### src/rtl/clusterFoldPkg.sv
package clusterFoldPkg;
  localparam int LANES = 4;
  localparam int SEL_W = $clog2(LANES);

  typedef enum logic [1:0] {
    MODE_FULL    = 2'd0,
    MODE_HALF    = 2'd1,
    MODE_QUARTER = 2'd2,
    MODE_OFF     = 2'd3
  } foldMode_e;

  typedef struct packed {
    foldMode_e         mode;
    logic [SEL_W-1:0]  phase;
  } foldCtrl_t;

  function automatic logic [LANES-1:0] laneMask(input foldMode_e m);
    case (m)
      MODE_FULL:    return 4'b1111;
      MODE_HALF:    return 4'b0011;
      MODE_QUARTER: return 4'b0001;
      default:      return 4'b0000;
    endcase
  endfunction

  function automatic logic [SEL_W-1:0] bankSelect(input foldMode_e m,
                                                  input logic [SEL_W-1:0] phase,
                                                  input logic [SEL_W-1:0] lane);
    case (m)
      MODE_HALF:    return {phase[0], lane[0]};
      MODE_QUARTER: return phase;
      default:      return lane;
    endcase
  endfunction
endpackage

### src/rtl/foldControl.sv
module foldControl
  import clusterFoldPkg::*;
#(
  parameter int WINDOW_CYCLES = 1000
) (
  input  logic             clk,
  input  logic             rstN,
  input  logic             modeWrEn,
  input  logic [1:0]       modeWrData,
  output foldCtrl_t        ctrl,
  output logic [LANES-1:0] powerEn
);
  localparam int CNT_W = (WINDOW_CYCLES > 2) ? $clog2(WINDOW_CYCLES) : 1;
  localparam logic [CNT_W-1:0] LAST_CNT = CNT_W'(WINDOW_CYCLES - 1);

  logic [CNT_W-1:0] winCnt;
  logic             atBoundary;
  foldMode_e        pendingMode;
  foldMode_e        activeMode;
  foldMode_e        nextMode;
  logic [SEL_W-1:0] phase;

  assign atBoundary = (winCnt == LAST_CNT);
  assign nextMode   = atBoundary ? pendingMode : activeMode;

  always_ff @(posedge clk) begin
    if (!rstN) begin
      winCnt      <= '0;
      pendingMode <= MODE_OFF;
      activeMode  <= MODE_OFF;
      phase       <= '0;
      powerEn     <= '0;
    end else begin
      winCnt <= atBoundary ? '0 : winCnt + 1'b1;
      if (modeWrEn) pendingMode <= foldMode_e'(modeWrData);
      activeMode <= nextMode;
      phase      <= (nextMode != activeMode) ? '0 : phase + 1'b1;
      // Union of old and new masks: new lanes power up early, old lanes drop late.
      powerEn    <= laneMask(nextMode) | laneMask(activeMode);
    end
  end

  assign ctrl.mode  = activeMode;
  assign ctrl.phase = phase;

  initial begin
    if (WINDOW_CYCLES < 2) $error("WINDOW_CYCLES must be at least 2");
  end

  // window counter never leaves its range
  p_win_in_range_r3: assert property (@(posedge clk) disable iff (!rstN)
    winCnt <= LAST_CNT);

  // the applied mode changes only right after a boundary cycle
  p_mode_at_boundary_r3: assert property (@(posedge clk) disable iff (!rstN)
    !$stable(activeMode) |-> $past(atBoundary));

  // applied off mode keeps every enable low after one settling cycle
  p_off_unpowered_r8: assert property (@(posedge clk) disable iff (!rstN)
    (activeMode == MODE_OFF && $past(activeMode) == MODE_OFF) |-> powerEn == '0);
endmodule

### src/rtl/foldDatapath.sv
module foldDatapath
  import clusterFoldPkg::*;
#(
  parameter int DATA_W = 16
) (
  input  logic                    clk,
  input  logic                    rstN,
  input  foldCtrl_t               ctrl,
  input  logic [LANES-1:0]        powerEn,
  input  logic [LANES*DATA_W-1:0] bankData,
  output logic [LANES*DATA_W-1:0] clusterData,
  output logic [LANES-1:0]        clusterValid
);
  logic [LANES-1:0] activeMask;
  assign activeMask = laneMask(ctrl.mode);

  for (genvar lane = 0; lane < LANES; lane++) begin : g_lane
    logic [SEL_W-1:0] sel;
    assign sel = bankSelect(ctrl.mode, ctrl.phase, SEL_W'(lane));

    always_ff @(posedge clk) begin
      if (!rstN) begin
        clusterData[lane*DATA_W +: DATA_W] <= '0;
        clusterValid[lane]                 <= 1'b0;
      end else begin
        clusterValid[lane]                 <= activeMask[lane];
        clusterData[lane*DATA_W +: DATA_W] <= activeMask[lane]
                                              ? bankData[int'(sel)*DATA_W +: DATA_W]
                                              : '0;
      end
    end

    // power enable leads the first valid word by at least one cycle
    p_power_lead_r9: assert property (@(posedge clk) disable iff (!rstN)
      $rose(clusterValid[lane]) |-> $past(powerEn[lane]));
  end

  // no valid word on an unpowered cluster
  p_valid_needs_power_r9: assert property (@(posedge clk) disable iff (!rstN)
    (clusterValid & ~powerEn) == '0);

  // valid strobes only follow a mode other than off
  p_off_no_valid_r8: assert property (@(posedge clk) disable iff (!rstN)
    (clusterValid != '0) |-> $past(ctrl.mode) != MODE_OFF);

  // quarter mode drives only cluster 0
  p_quarter_single_r7: assert property (@(posedge clk) disable iff (!rstN)
    (clusterValid != '0 && $past(ctrl.mode) == MODE_QUARTER) |-> clusterValid == 4'b0001);
endmodule

### src/rtl/clusterFoldNet.sv
module clusterFoldNet
  import clusterFoldPkg::*;
#(
  parameter int DATA_W        = 16,
  parameter int WINDOW_CYCLES = 1000
) (
  input  logic                clk,
  input  logic                rstN,
  input  logic                modeWrEn,
  input  logic [1:0]          modeWrData,
  input  logic [4*DATA_W-1:0] bankData,
  output logic [4*DATA_W-1:0] clusterData,
  output logic [3:0]          clusterValid,
  output logic [3:0]          clusterPowerEn
);
  foldCtrl_t ctrl;

  foldControl #(.WINDOW_CYCLES(WINDOW_CYCLES)) uControl (
    .clk       (clk),
    .rstN      (rstN),
    .modeWrEn  (modeWrEn),
    .modeWrData(modeWrData),
    .ctrl      (ctrl),
    .powerEn   (clusterPowerEn)
  );

  foldDatapath #(.DATA_W(DATA_W)) uDatapath (
    .clk         (clk),
    .rstN        (rstN),
    .ctrl        (ctrl),
    .powerEn     (clusterPowerEn),
    .bankData    (bankData),
    .clusterData (clusterData),
    .clusterValid(clusterValid)
  );
endmodule

### config.mk
export PLATFORM = sky130hd
export DESIGN_NAME = clusterFoldNet
export DESIGN_NICKNAME = d
export VERILOG_FILES = /design/src/rtl/clusterFoldPkg.sv /design/src/rtl/foldControl.sv /design/src/rtl/foldDatapath.sv /design/src/rtl/clusterFoldNet.sv
export SDC_FILE = /design/constraint.sdc
export NUM_CORES = 1
export LEC_CHECK = 0
export BUFFER_PORTS_ARGS = -buffer_cell sky130_fd_sc_hd__buf_4
export CAP_MARGIN = 0
export CORE_MARGIN = 2
export CORE_UTILIZATION = 50
export DETAILED_ROUTE_END_ITERATION = 10
export HOLD_SLACK_MARGIN = 0.05
export PLACE_DENSITY_LB_ADDON = 0.05
export SETUP_SLACK_MARGIN = 0.1
export SYNTH_ARGS = -nofsm -noshare
export SYNTH_HDL_FRONTEND = slang
export SYNTH_SLANG_ARGS = --single-unit
### constraint.sdc
create_clock -name clk -period 2.41 [get_ports clk]
set_input_delay 0.241 -clock clk [delete_from_list [all_inputs] [get_ports clk]]
set_output_delay 0.241 -clock clk [all_outputs]
set_load 0.005 [all_outputs]
# Yosys cells after proc, flatten, opt, wreduce, memory -nomap -nowiden
# Index checks and enable logic that the tools add are counted.
[classes]
eq_ne = 6
shift = 4
reduce_logical = 8
bitwise = 2
mux = 9
n_addsub = 2
[ops]
columns = ["operator", "n"]
rows = [
  ["variable part select 64 x 7 -> 16 bit", 4],
  ["case mux 4 bit (3 select lines)", 2],
  ["case mux 2 bit (2 select lines)", 4],
  ["adder 10 x 1 -> 10 bit, second input constant", 1],
  ["== test 10 bit, second input constant", 1],
  ["2-to-1 mux 4 bit", 2],
  ["AND reduction 2 bit", 4],
  ["== test 2 x 1 -> 1 bit, second input constant", 2],
  ["== test 2 bit, second input constant", 2],
  ["zero test 2 bit", 2],
  ["bitwise OR 4 bit", 1],
  ["OR reduction 2 bit", 2],
  ["adder 2 x 1 -> 2 bit, second input constant", 1],
  ["2-to-1 mux 2 bit", 1],
  ["!= test 2 bit", 1],
  ["inverter 1 bit", 1],
]
[word_totals]
out_inout_bits = 72
inputBits = 69
reg_bits = 88

# Logic depth before layout (Yosys ltp)
# Gate-level depths: netlist of run 1.
[logic_depth]
word_depth = 6
ltp_mapped = 9
mapped_depth_nobuf = 6

# Cells and area by module
# Synthesis of run 1 repeated with hierarchy kept, for this count alone.
[unflattened]
cells_unflattened = 324
area_unflattened_um2 = 3927.5
[by_module_without_submodules]
columns = ["mod", "instances", "area_each_um2", "seq_area_each_um2", "cells_per_inst"]
rows = [
  ["foldDatapath", 1, 3091.7, 1341.3, 236],
  ["foldControl", 1, 835.8, 380.4, 88],
]

# Least setup slack after synthesis of run 1
# No wires, ideal clock.
[synth_path]
kind = "reg2reg"
startpoint = "register uControl.activeMode[1]"
endpoint = "register uDatapath.clusterData[21]"
required_time_ns = 2.295
synth_period_minus_slack_ns = 2.080
setup_ns = 0.115
stages_incl_launch_ff = 9
t_arrival_ns = 1.965
path_slack_ns = 0.330
path_cell_list = "dfxtp_1 > inv_1 > ha_1 > a22oi_1 > nand2b_1 > buf_2 > buf_6 > mux4_2 > and2_1"
[synth_between]
elab_chain_cells = 3
elab_cells_between_ends = 7
classes_between = "2 x eq/ne; 1 x shift; 2 x mux; 2 x reduce/logical"
[synth_lines]
columns = ["element", "line", "rtl"]
rows = [
  ["start: declaration", "foldControl.sv:19", "foldMode_e activeMode;"],
  ["start signal: assignment", "foldControl.sv:36", "activeMode <= nextMode;"],
  ["== test 2 bit, or another cell as far along", "clusterFoldPkg.sv:18, clusterFoldPkg.sv:29", ""],
  ["case mux 2 bit (2 select lines) or case mux 4 bit (3 select lines) (tied branches)", "clusterFoldPkg.sv:29, clusterFoldPkg.sv:18", ""],
  ["variable part select 64 x 7 -> 16 bit or AND reduction 2 bit (tied branches)", "n/a", ""],
  ["end signal: indexed assignment", "foldDatapath.sv:27", "clusterData[lane*DATA_W +: DATA_W] <= activeMask[lane]"],
  ["end: declaration", "foldDatapath.sv:11", "output logic [LANES*DATA_W-1:0] clusterData,"],
]
# Several ways; a longest one is shown, not always the timed one.
# A chain may end at the register's enable or synchronous reset.

# Worst setup path in the final report of run 1
[layout_path]
startpoint = "register uControl.activeMode[1]"
endpoint = "register uDatapath.clusterData[27]"
# The elaborated chain is that of the path after synthesis.

==> key figures, run 1 <==
Synth
  – Yosys warnings: 0
  – Dominant cells by area after synthesis: dfxtp_1 (41%), mux4_2 (34%), and2_1 (9.9%)
  – Flop and latch count out of synthesis: 86
  – Fraction of registers with async set/reset: 0%
  – Leading cell type by number of instances after synthesis: dfxtp_1
  – Post-synth EDFFs: 0
  – Gate Count Post-Synth: 311
  – Mapped Nets: 386
  – Synth Area per Inst: 13.4 µm²
  – Top_reg_cell synth: dfxtp_1
  – Top cell type's share of synthesized area: 41.2%
  – Post-synthesis cell type with the largest combined area: dfxtp_1
  – Register area share after synthesis: 41.2%
  – Yosys cell types: 29
  – Synth cell count leaders: dfxtp_1 (86), and2_1 (66), mux4_2 (64)
  – Syn Std Cell Area: 4180 µm²

Clock tree
  – CTS tree: built
  – Clk sinks: 86
  – Register clock-pin slew on the reported worst setup and hold paths: 90 ps
  – Clock latency at the later pin of the worst-skew pair: 340 ps
  – Worst-case clock buffer depth: 2
  – Post-cts sizing count: 0
  – H-tree depth: 3
  – Clock tree root buffer cell: clkbuf_8
  – CTS Hold Bufs: 0
  – Postcts setup bufs: 0
  – Number of buffers created by CTS: 9

Routing
  – DRT antenna net count: 0
  – Routed len/inst: 16.6 µm
  – Post-route DRC: 0
  – Drt first pass iters: 4
  – 1st-iter DRT viols: 73
  – Vias: 3058
  – Routed vias/inst: 5.47
  – Drt total wl: 9.31 mm

Die
  – Num ports: 141
  – Rows: 33
  – Core footprint: 8180 µm²
  – Die Width: 95.5 µm
  – Starting Density: 51.2%
  – Die H: 95.5 µm
  – Die area: 9110 µm²

Setup path
  – Worst EP required: 2650 ps
  – Crit start category: flop
  – Crit end category: flop
  – Path depth of the worst reg2reg path: 7
  – Crit path DAT: 2410 ps
  – Setup CP Type: reg2reg
  – CP max FO: 26

Pwr
  – Combinational Power Share: 9.0%
  – Peak supply drop: 0.293 mV
  – Sw Pwr: 612 µW
  – Internal power: 2070 µW
  – Pleak: 0.00243 µW
  – Net Sw Frac: 22.8%
  – Power share of the clock group: 37.4%
  – Power Dens Cells: 486 nW/µm²
  – Sequential Power Share: 53.6%

GRT
  – Total track usage: 21.0%
  – Met1 GRT Util: 25.7%
  – Grt met2 use: 36.6%
  – GRT Max-Usage Layer: met2
  – Vias in the first global route: 2934
  – Total grt overflow: 0
  – Antenna violations before repair: 0
  – Met3 Use GR: 4.51%
  – Largest net degree at the start of global routing: 34
  – First-pass GRT wire length: 14.3 mm

Timing
  – Fin. max-slew vios: 0
  – Finish-stage setup viols: 0
  – Crit path time final: 2170 ps
  – Worst Tran Pin Value: 930 ps
  – Setup TNS: 0 ps
  – RSZ-0062 raised after global routing: no
  – Hold Slack: 108 ps
  – F_max: 0.460 GHz
  – Clock Skew: 5.74 ps
  – Final period util: 90.2%
  – Final Hold Viols: 0
  – Max-Slew Margin vs Limit: 38.0%

Flow run
  – Max_cap viols: 0

Place
  – Dpl hpwl: 6.60 mm
  – IO buf count: 140
  – Gpl congestion: 0.763

Final layout
  – Nets: 524
  – Antenna cells: 0
  – Area growth syn-to-layout: 32.1%
  – Layout cells sized above 1: 51.5%
  – Fill cells: 633

Min path
  – Worst Hold Class: in2reg
  – Cells on Worst Hold Path: 3

Outcome
  – Status: finished, final reports clean
## worst paths after layout
check,to,slack (ps),start
worst max-delay path,uDatapath.clusterData[27]$_SDFF_PN0_,240,uControl.activeMode[1]$_SDFF_PN1_
worst min-delay path,uControl.pendingMode[1]$_SDFFE_PN1P_,110,modeWrData[1]
worst max register to register,uDatapath.clusterData[27]$_SDFF_PN0_,240,uControl.activeMode[1]$_SDFF_PN1_
worst min register to register,uControl.winCnt[0]$_SDFF_PP0_,470,uControl.winCnt[0]$_SDFF_PP0_
## state kept, by name (all words and copies together) (netlist names)
signal / flops
uControl.activeMode: 2
uControl.pendingMode: 2
uControl.phase: 2
uControl.powerEn: 3
uControl.winCnt: 10
uDatapath.clusterData: 64
uDatapath.clusterValid: 3
## worst max-delay path, stage by stage (launching register included)
cell      delay [ps]
dfxtp_1          430
inv_1            130
ha_1             230
a22oi_1          200
nand2b_2         190
buf_12           220
mux4_2           510
and2_1           160
## cells in the final DEF, fill, tap and decap left out, drive strengths merged, types with 3 or more instances in the layout
cell type	n
buf	150
dfxtp	86
and2	66
mux4	64
nor2	13
nand2	11
clkbuf	9
xnor2	7
ha	6
inv	6
mux2i	4
nand3	4
xor2	4
clkinvlp	4
nor3	3
## metrics by stage
stage | util [%] | cell area, µm² | power, µW | worst slack [ps] | instances
after floorplan | - | 4180 | 1580 | 330 | 311
after global routing | 67.6 | 5530 | 2770 | 124 | 559
after CTS | 67.6 | 5530 | 2710 | 219 | 559
after detailed placement | 65.2 | 5330 | 1710 | 248 | 543
after global placement | 65.2 | 5330 | 1710 | 324 | 543
final | 67.6 | 5530 | 2680 | 235 | 559
## metal layers
layer | routed length [µm] | vias up
li1 | - | 1418
met1 | 3790 | 1522
met2 | 4700 | 107
met3 | 676 | 11
met4 | 143 | 0
met5 | 0 | -
## cell families after synthesis
logic type	after synthesis	share of synthesized area, %
buffers and inverters	28	3.89
AOI/OAI and AO/OA	6	1.08
xor gates and xnor gates	11	2.30
DFF	86	41.2
adders and majority gates	6	1.79
muxes	68	35.4
and+or+nand+nor	106	14.4
## power groups by stage
stage          registers, µW  logic (µW)  clock network [µW]
2_1_floorplan           1470         108                   0
3_3_place_gp            1470         233                   0
3_5_place_dp            1470         239                   0
4_1_cts                 1440         240                1030
5_1_grt                 1440         259                1070
6_report                1440         240                1000
## cell type report
class | count | area (µm²) | share of cell area [%]
multi-input combinational | 197 | 2300 | 41.7
sequential | 86 | 1720 | 31.2
timing repair buffer | 150 | 1150 | 20.8
tap | 105 | 131 | 2.38
clock buffer | 9 | 124 | 2.24
clock inverter | 7 | 73.8 | 1.34
inverter | 5 | 18.8 | 0.340
(Power assumes the default switching activity.)
==> inputs of run 2 (changes only) <==
Settings changed: CELL_PAD_IN_SITES_DETAIL_PLACEMENT set to 1, CELL_PAD_IN_SITES_GLOBAL_PLACEMENT set to 1, CORE_MARGIN 2 to 5, CORE_UTILIZATION 50 to 40.
Clock period 2.41 ns to 2.1 ns, I/O delays scaled along.
==> key figures, run 2 (synthesis gave the netlist of run 1 again) <==
Outcome
  – Status: finished with violations
  – Violated checks: setup timing

Die
  – Die area: 12600 µm²
  – Num ports: 141
  – Core footprint: 10300 µm²
  – Die Width: 112 µm
  – Die H: 112 µm
  – Rows: 37
  – Starting Density: 40.7%

Routing
  – Routed vias/inst: 5.24
  – Drt first pass iters: 4
  – Post-route DRC: 0
  – Vias: 3230
  – DRT antenna net count: 0
  – 1st-iter DRT viols: 137
  – Drt total wl: 12.6 mm
  – Routed len/inst: 20.4 µm

Final layout
  – Max reg flops: 64
  – Most common cell after layout, fill and taps aside: buf_4
  – Most frequent cells in the layout: buf_4 (157), dfxtp_1 (84), mux4_2 (64)
  – Regs by FF count: uDatapath.clusterData (64), uControl.winCnt (10)
  – Area growth syn-to-layout: 46.5%
  – Layout cells sized above 1: 62.7%
  – Fill cells: 1081
  – Most flop-heavy register: uDatapath.clusterData
  – Fin cells: 616
  – Nets: 552
  – Antenna cells: 0

Setup path
  – Path depth of the worst reg2reg path: 10
  – Family with the most delay on the worst path: buffers and inverters
  – Crit start category: flop
  – Worst stage delay on the critical path: 400 ps
  – Crit end category: flop
  – CP max FO: 7
  – CP Cell Sequence: inv_6, ha_4, a22oi_2, nand2b_4, buf_6, buf_12, buf_8, buf_6, mux4_2, and2_4
  – Worst EP required: 2340 ps
  – Reg-to-Reg Start: uControl.activeMode[1]$_SDFF_PN1_
  – R2r endpoint: uDatapath.clusterData[11]$_SDFF_PN0_
  – Critical-path top delay cell: dfxtp_4
  – Register-to-register setup slack: -50 ps
  – Crit path DAT: 2400 ps
  – WP buf/inv: 5
  – Setup CP Type: reg2reg
  – Most frequent CP cell: buf_6

Place
  – Setup WS pre-CTS: 5.88 ps
  – Dpl hpwl: 8.28 mm
  – DP Cell Count: 577
  – IO buf count: 140
  – Gpl congestion: 0.798

GRT
  – Largest net degree at the start of global routing: 34
  – Antenna violations before repair: 0
  – First-pass GRT wire length: 19.0 mm
  – Vias in the first global route: 3407
  – Total track usage: 19.2%
  – Total grt overflow: 0

Pwr
  – Internal power: 2510 µW
  – Peak supply drop: 0.382 mV
  – Power share of the clock group: 39.6%
  – Power Dens Cells: 524 nW/µm²
  – Pleak: 0.00271 µW
  – Combinational Power Share: 8.9%
  – Sequential Power Share: 51.5%
  – Net Sw Frac: 21.7%
  – Sw Pwr: 695 µW

Flow run
  – Max_cap viols: 0

Timing
  – RSZ-0062 raised after global routing: yes
  – Hold Slack: 91.4 ps
  – Final Hold Viols: 0
  – Clock Skew: 8.91 ps
  – Max-Slew Margin vs Limit: 33.9%
  – Crit path time final: 2150 ps
  – F_max: 0.465 GHz
  – Finish-stage setup viols: 10
  – Final period util: 102%
  – Slack of the critical path: -52.2 ps
  – Worst Tran Pin Value: 990 ps
  – Fin. max-slew vios: 0

Min path
  – Cells on Worst Hold Path: 3
  – Hold path startpoint: modeWrData[0]
  – Worst Hold Class: in2reg
  – Min-Delay Endpoint: uControl.pendingMode[0]$_SDFFE_PN1P_

Clock tree
  – Worst-case clock buffer depth: 2
  – Clk sinks: 86
  – H-tree depth: 3
  – Number of buffers created by CTS: 9
  – Clock latency at the later pin of the worst-skew pair: 350 ps
  – CTS tree: built
  – Register clock-pin slew on the reported worst setup and hold paths: 80 ps
  – Clock tree root buffer cell: clkbuf_8
run 2: cell types whose count changed in the layout (fill, tap and decap cells not counted), sizes merged:
cell      previous run  this run
inv                  6         5
clkbuf               9        11
buf                150       176
bufinv               1         2
bufbuf               0         1
clkinvlp             4         1
run 2: worst max-delay path by stage:
stage	startpoint	to	slack, ps	cells after the start
global placement	uControl.activeMode[0]$_SDFF_PN1_	uDatapath.clusterData[49]$_SDFF_PN0_	60	6
CTS	uControl.activeMode[0]$_SDFF_PN1_	uDatapath.clusterData[57]$_SDFF_PN0_	70	7
finish	uControl.activeMode[1]$_SDFF_PN1_	uDatapath.clusterData[11]$_SDFF_PN0_	-50	10
detailed placement	uControl.activeMode[1]$_SDFF_PN1_	uDatapath.clusterData[31]$_SDFF_PN0_	6	7
floorplan	uControl.activeMode[1]$_SDFF_PN1_	uDatapath.clusterData[21]$_SDFF_PN0_	130	8
global route	uControl.activeMode[1]$_SDFF_PN1_	uDatapath.clusterData[11]$_SDFF_PN0_	-80	10
run 2: final cells by class:
| class | count | area [µm²] | area share (%) |
|---|---|---|---|
| Sequential cell | 86 | 1730 | 28.2 |
| Clock inverter | 4 | 72.6 | 1.18 |
| Timing Repair Buffer | 178 | 1550 | 25.3 |
| Clock buffer | 10 | 138 | 2.25 |
| Inverter | 5 | 26.3 | 0.429 |
| Multi-Input combinational cell | 197 | 2440 | 39.8 |
| Tap cell | 136 | 170 | 2.78 |
run 2: timing repair:
action | CTS | global route
cloned | 2 | 1
hold buffers | 0 | 0
resized for setup | 13 | 50
setup endpoints to repair | 33 | 38
buffers inserted | 11 | 11
pin swaps | 1 | 14
hold endpoints to repair | 0 | 0
run 2: power groups by stage:
stage / registers (µW) / logic [µW] / clock network, µW
2_1_floorplan: 1690 / 124 / 0
5_1_grt: 1650 / 308 / 1370
3_5_place_dp: 1690 / 281 / 0
3_3_place_gp: 1690 / 273 / 0
4_1_cts: 1650 / 282 / 1300
6_report: 1650 / 286 / 1270
run 2: through the flow:
stage | util [%] | total power, µW | setup TNS [ps] | instance area [µm²]
detailed placement | 52.8 | 1970 | 0 | 5430
floorplan | - | 1810 | 0 | 4200
global placement | 52.8 | 1960 | 0 | 5430
CTS | 57.1 | 3230 | 0 | 5870
finish | 59.6 | 3210 | -183 | 6130
global route | 59.6 | 3330 | -658 | 6130
run 2: worst register-to-register path, cell delays in order, from the launching register on:
cell,delay (ps)
dfxtp_4,400
inv_6,50
ha_4,170
a22oi_2,280
nand2b_4,220
buf_6,110
buf_12,130
buf_8,130
buf_6,100
mux4_2,300
and2_4,170
run 2: routing by layer:
layer	wire length, µm	vias up	global-route usage (%)	share of wire [%]
met2	6710	115	34.4	53
met5	0	-	0	0
met3	562	15	3.18	4.5
li1	-	1468	-	-
met4	212	0	6.09	1.7
met1	5110	1632	23.7	41
==> inputs of run 3 (changes only) <==
--- a/config.mk
+++ b/config.mk
@@ -10,5 +10,5 @@
 export CELL_PAD_IN_SITES_DETAIL_PLACEMENT = 1
-export CELL_PAD_IN_SITES_GLOBAL_PLACEMENT = 1
+export CELL_PAD_IN_SITES_GLOBAL_PLACEMENT = 2
 export CORE_MARGIN = 5
-export CORE_UTILIZATION = 40
+export CORE_UTILIZATION = 33
 export DETAILED_ROUTE_END_ITERATION = 10
@@ -17,2 +17,3 @@
 export SETUP_SLACK_MARGIN = 0.1
+export SLEW_MARGIN = 20
 export SYNTH_ARGS = -nofsm -noshare
==> constraint.sdc (replaced) <==
create_clock -name clk -period 2.1 [get_ports clk]
set_input_delay 0.42 -clock clk [delete_from_list [all_inputs] [get_ports clk]]
set_output_delay 0.42 -clock clk [all_outputs]
set_load 0.005 [all_outputs]
==> key figures, run 3 (synthesis gave the netlist of run 1 again) <==
Routing
  – Routed len/inst: 19.8 µm
  – Post-route DRC: 0
  – Drt total wl: 12.8 mm
  – Vias: 3199
  – Routed vias/inst: 4.94
  – DRT antenna net count: 0
  – Drt first pass iters: 4
  – 1st-iter DRT viols: 160

Timing
  – Final Hold Viols: 0
  – Setup TNS: 0 ps
  – F_max: 0.498 GHz
  – Clock Skew: 6.55 ps
  – Max-Slew Margin vs Limit: 83.2%
  – Fin. max-slew vios: 0
  – Worst Tran Pin Value: 244 ps
  – Finish-stage setup viols: 0
  – RSZ-0062 raised after global routing: yes
  – Crit path time final: 2010 ps
  – Final period util: 95.6%

Die
  – Die area: 15000 µm²
  – Rows: 41
  – Core footprint: 12500 µm²
  – Num ports: 141
  – Die Width: 123 µm
  – Die H: 123 µm
  – Starting Density: 33.4%

Clock tree
  – Worst-case clock buffer depth: 2
  – H-tree depth: 3
  – Clk sinks: 86
  – Clock latency at the later pin of the worst-skew pair: 340 ps
  – Clock tree root buffer cell: clkbuf_16
  – Register clock-pin slew on the reported worst setup and hold paths: 60 ps
  – CTS Hold Bufs: 0
  – CTS tree: built
  – Number of buffers created by CTS: 9

Place
  – DP Cell Count: 617
  – Gpl congestion: 0.772
  – Dpl hpwl: 8.94 mm
  – IO buf count: 140

Pwr
  – Sequential Power Share: 44.1%
  – Internal power: 2970 µW
  – Sw Pwr: 780 µW
  – Peak supply drop: 0.291 mV
  – Power Dens Cells: 610 nW/µm²
  – Pleak: 0.00270 µW
  – Combinational Power Share: 7.8%
  – Pwr Total: 3750 µW
  – Net Sw Frac: 20.8%
  – Power share of the clock group: 48.2%

Final layout
  – Area growth syn-to-layout: 46.8%
  – Fill cells: 1354
  – Most flop-heavy register: uDatapath.clusterData
  – Nets: 545
  – Fin cells: 647
  – Max reg flops: 64
  – Most frequent cells in the layout: buf_4 (159), dfxtp_1 (84), mux4_2 (64)
  – Regs by FF count: uDatapath.clusterData (64), uControl.winCnt (10)
  – Most common cell after layout, fill and taps aside: buf_4
  – Antenna cells: 0
  – Layout cells sized above 1: 58.5%

Setup path
  – Worst EP required: 2340 ps
  – CP max FO: 5
  – Crit path DAT: 2250 ps
  – Crit start category: flop
  – Crit end category: flop
  – Setup CP Type: reg2reg

GRT
  – Antenna violations before repair: 0
  – First-pass GRT wire length: 19.8 mm
  – Total track usage: 17.6%
  – Vias in the first global route: 3432
  – Total grt overflow: 0
  – Largest net degree at the start of global routing: 29

Min path
  – Worst Hold Class: in2reg

Outcome
  – Status: finished, final reports clean

Flow run
  – Max_cap viols: 0
[run 3: cell types whose count changed in the layout (fill, tap and decap cells not counted), moves of 2 or more]
cell	delta
clkbuf_8	-7
and2_4	-18
and2_1	+18
clkbuf_16	+10
buf_12	-4
buf_4	+2
buf_6	-5
nand2_2	+2
[run 3: power groups by stage]
stage	combinational [µW]	sequential (µW)	clock, µW
after detailed placement	287	1690	0
after global routing	313	1650	1930
after CTS	289	1650	1850
after global placement	279	1690	0
after floorplan	124	1690	0
final	291	1650	1810
[run 3: stage by stage]
stage | instance area (µm²) | hold WS [ps] | utilization, % | worst slack, ps
after floorplan | 4200 | 430 | - | 129
after global placement | 5480 | 468 | 43.8 | 57.2
after detailed placement | 5480 | 478 | 43.8 | 17.3
after CTS | 5990 | 285 | 47.9 | 89.6
after global routing | 6140 | 301 | 49.1 | 28.0
final | 6140 | 294 | 49.1 | 92.0
[run 3: repair_timing]
item / CTS / global route
pin swaps: 2 / 7
resized for setup: 9 / 24
endpoints found under the setup margin: 30 / 43
setup buffers: 5 / 5
gates cloned: 3 / 2
[run 3: worst max-delay path, cell delays in order (launching register included)]
cell and delay, ps:
dfxtp_4 380, inv_6 50, ha_4 170, a22oi_2 220, nand2b_4 250, clkbuf_16 180, mux4_2 490, and2_4 160
[run 3: final timing paths]
| path | from | endpoint | slack (ps) | cells after the start |
|---|---|---|---|---|
| max | uControl.activeMode[1]$_SDFF_PN1_ | uDatapath.clusterData[26]$_SDFF_PN0_ | 90 | 7 |
| min | modeWrData[1] | uControl.pendingMode[1]$_SDFFE_PN1P_ | 290 | 3 |
| max reg2reg | uControl.activeMode[1]$_SDFF_PN1_ | uDatapath.clusterData[26]$_SDFF_PN0_ | 90 | 7 |
| min reg2reg | uControl.phase[0]$_SDFF_PP0_ | uControl.phase[0]$_SDFF_PP0_ | 510 | 1 |
[run 3: area by class of cell]
| class | instances | area [µm²] | share of cell area, % |
|---|---|---|---|
| Multi-Input combinational cell | 197 | 2390 | 39.0 |
| Sequential cell | 86 | 1730 | 28.2 |
| Timing Repair Buffer | 171 | 1440 | 23.5 |
| Clock buffer | 13 | 270 | 4.40 |
| Tap cell | 172 | 215 | 3.50 |
| Clock inverter | 3 | 65.1 | 1.06 |
| Inverter | 5 | 26.3 | 0.428 |
[run 3: routing by layer]
layer	vias up	GRT usage (%)	routed length (µm)
met2	95	29.2	6330
met5	-	0	0
met3	13	4.65	769
li1	1461	-	-
met4	0	6.09	164
met1	1630	22.4	5570
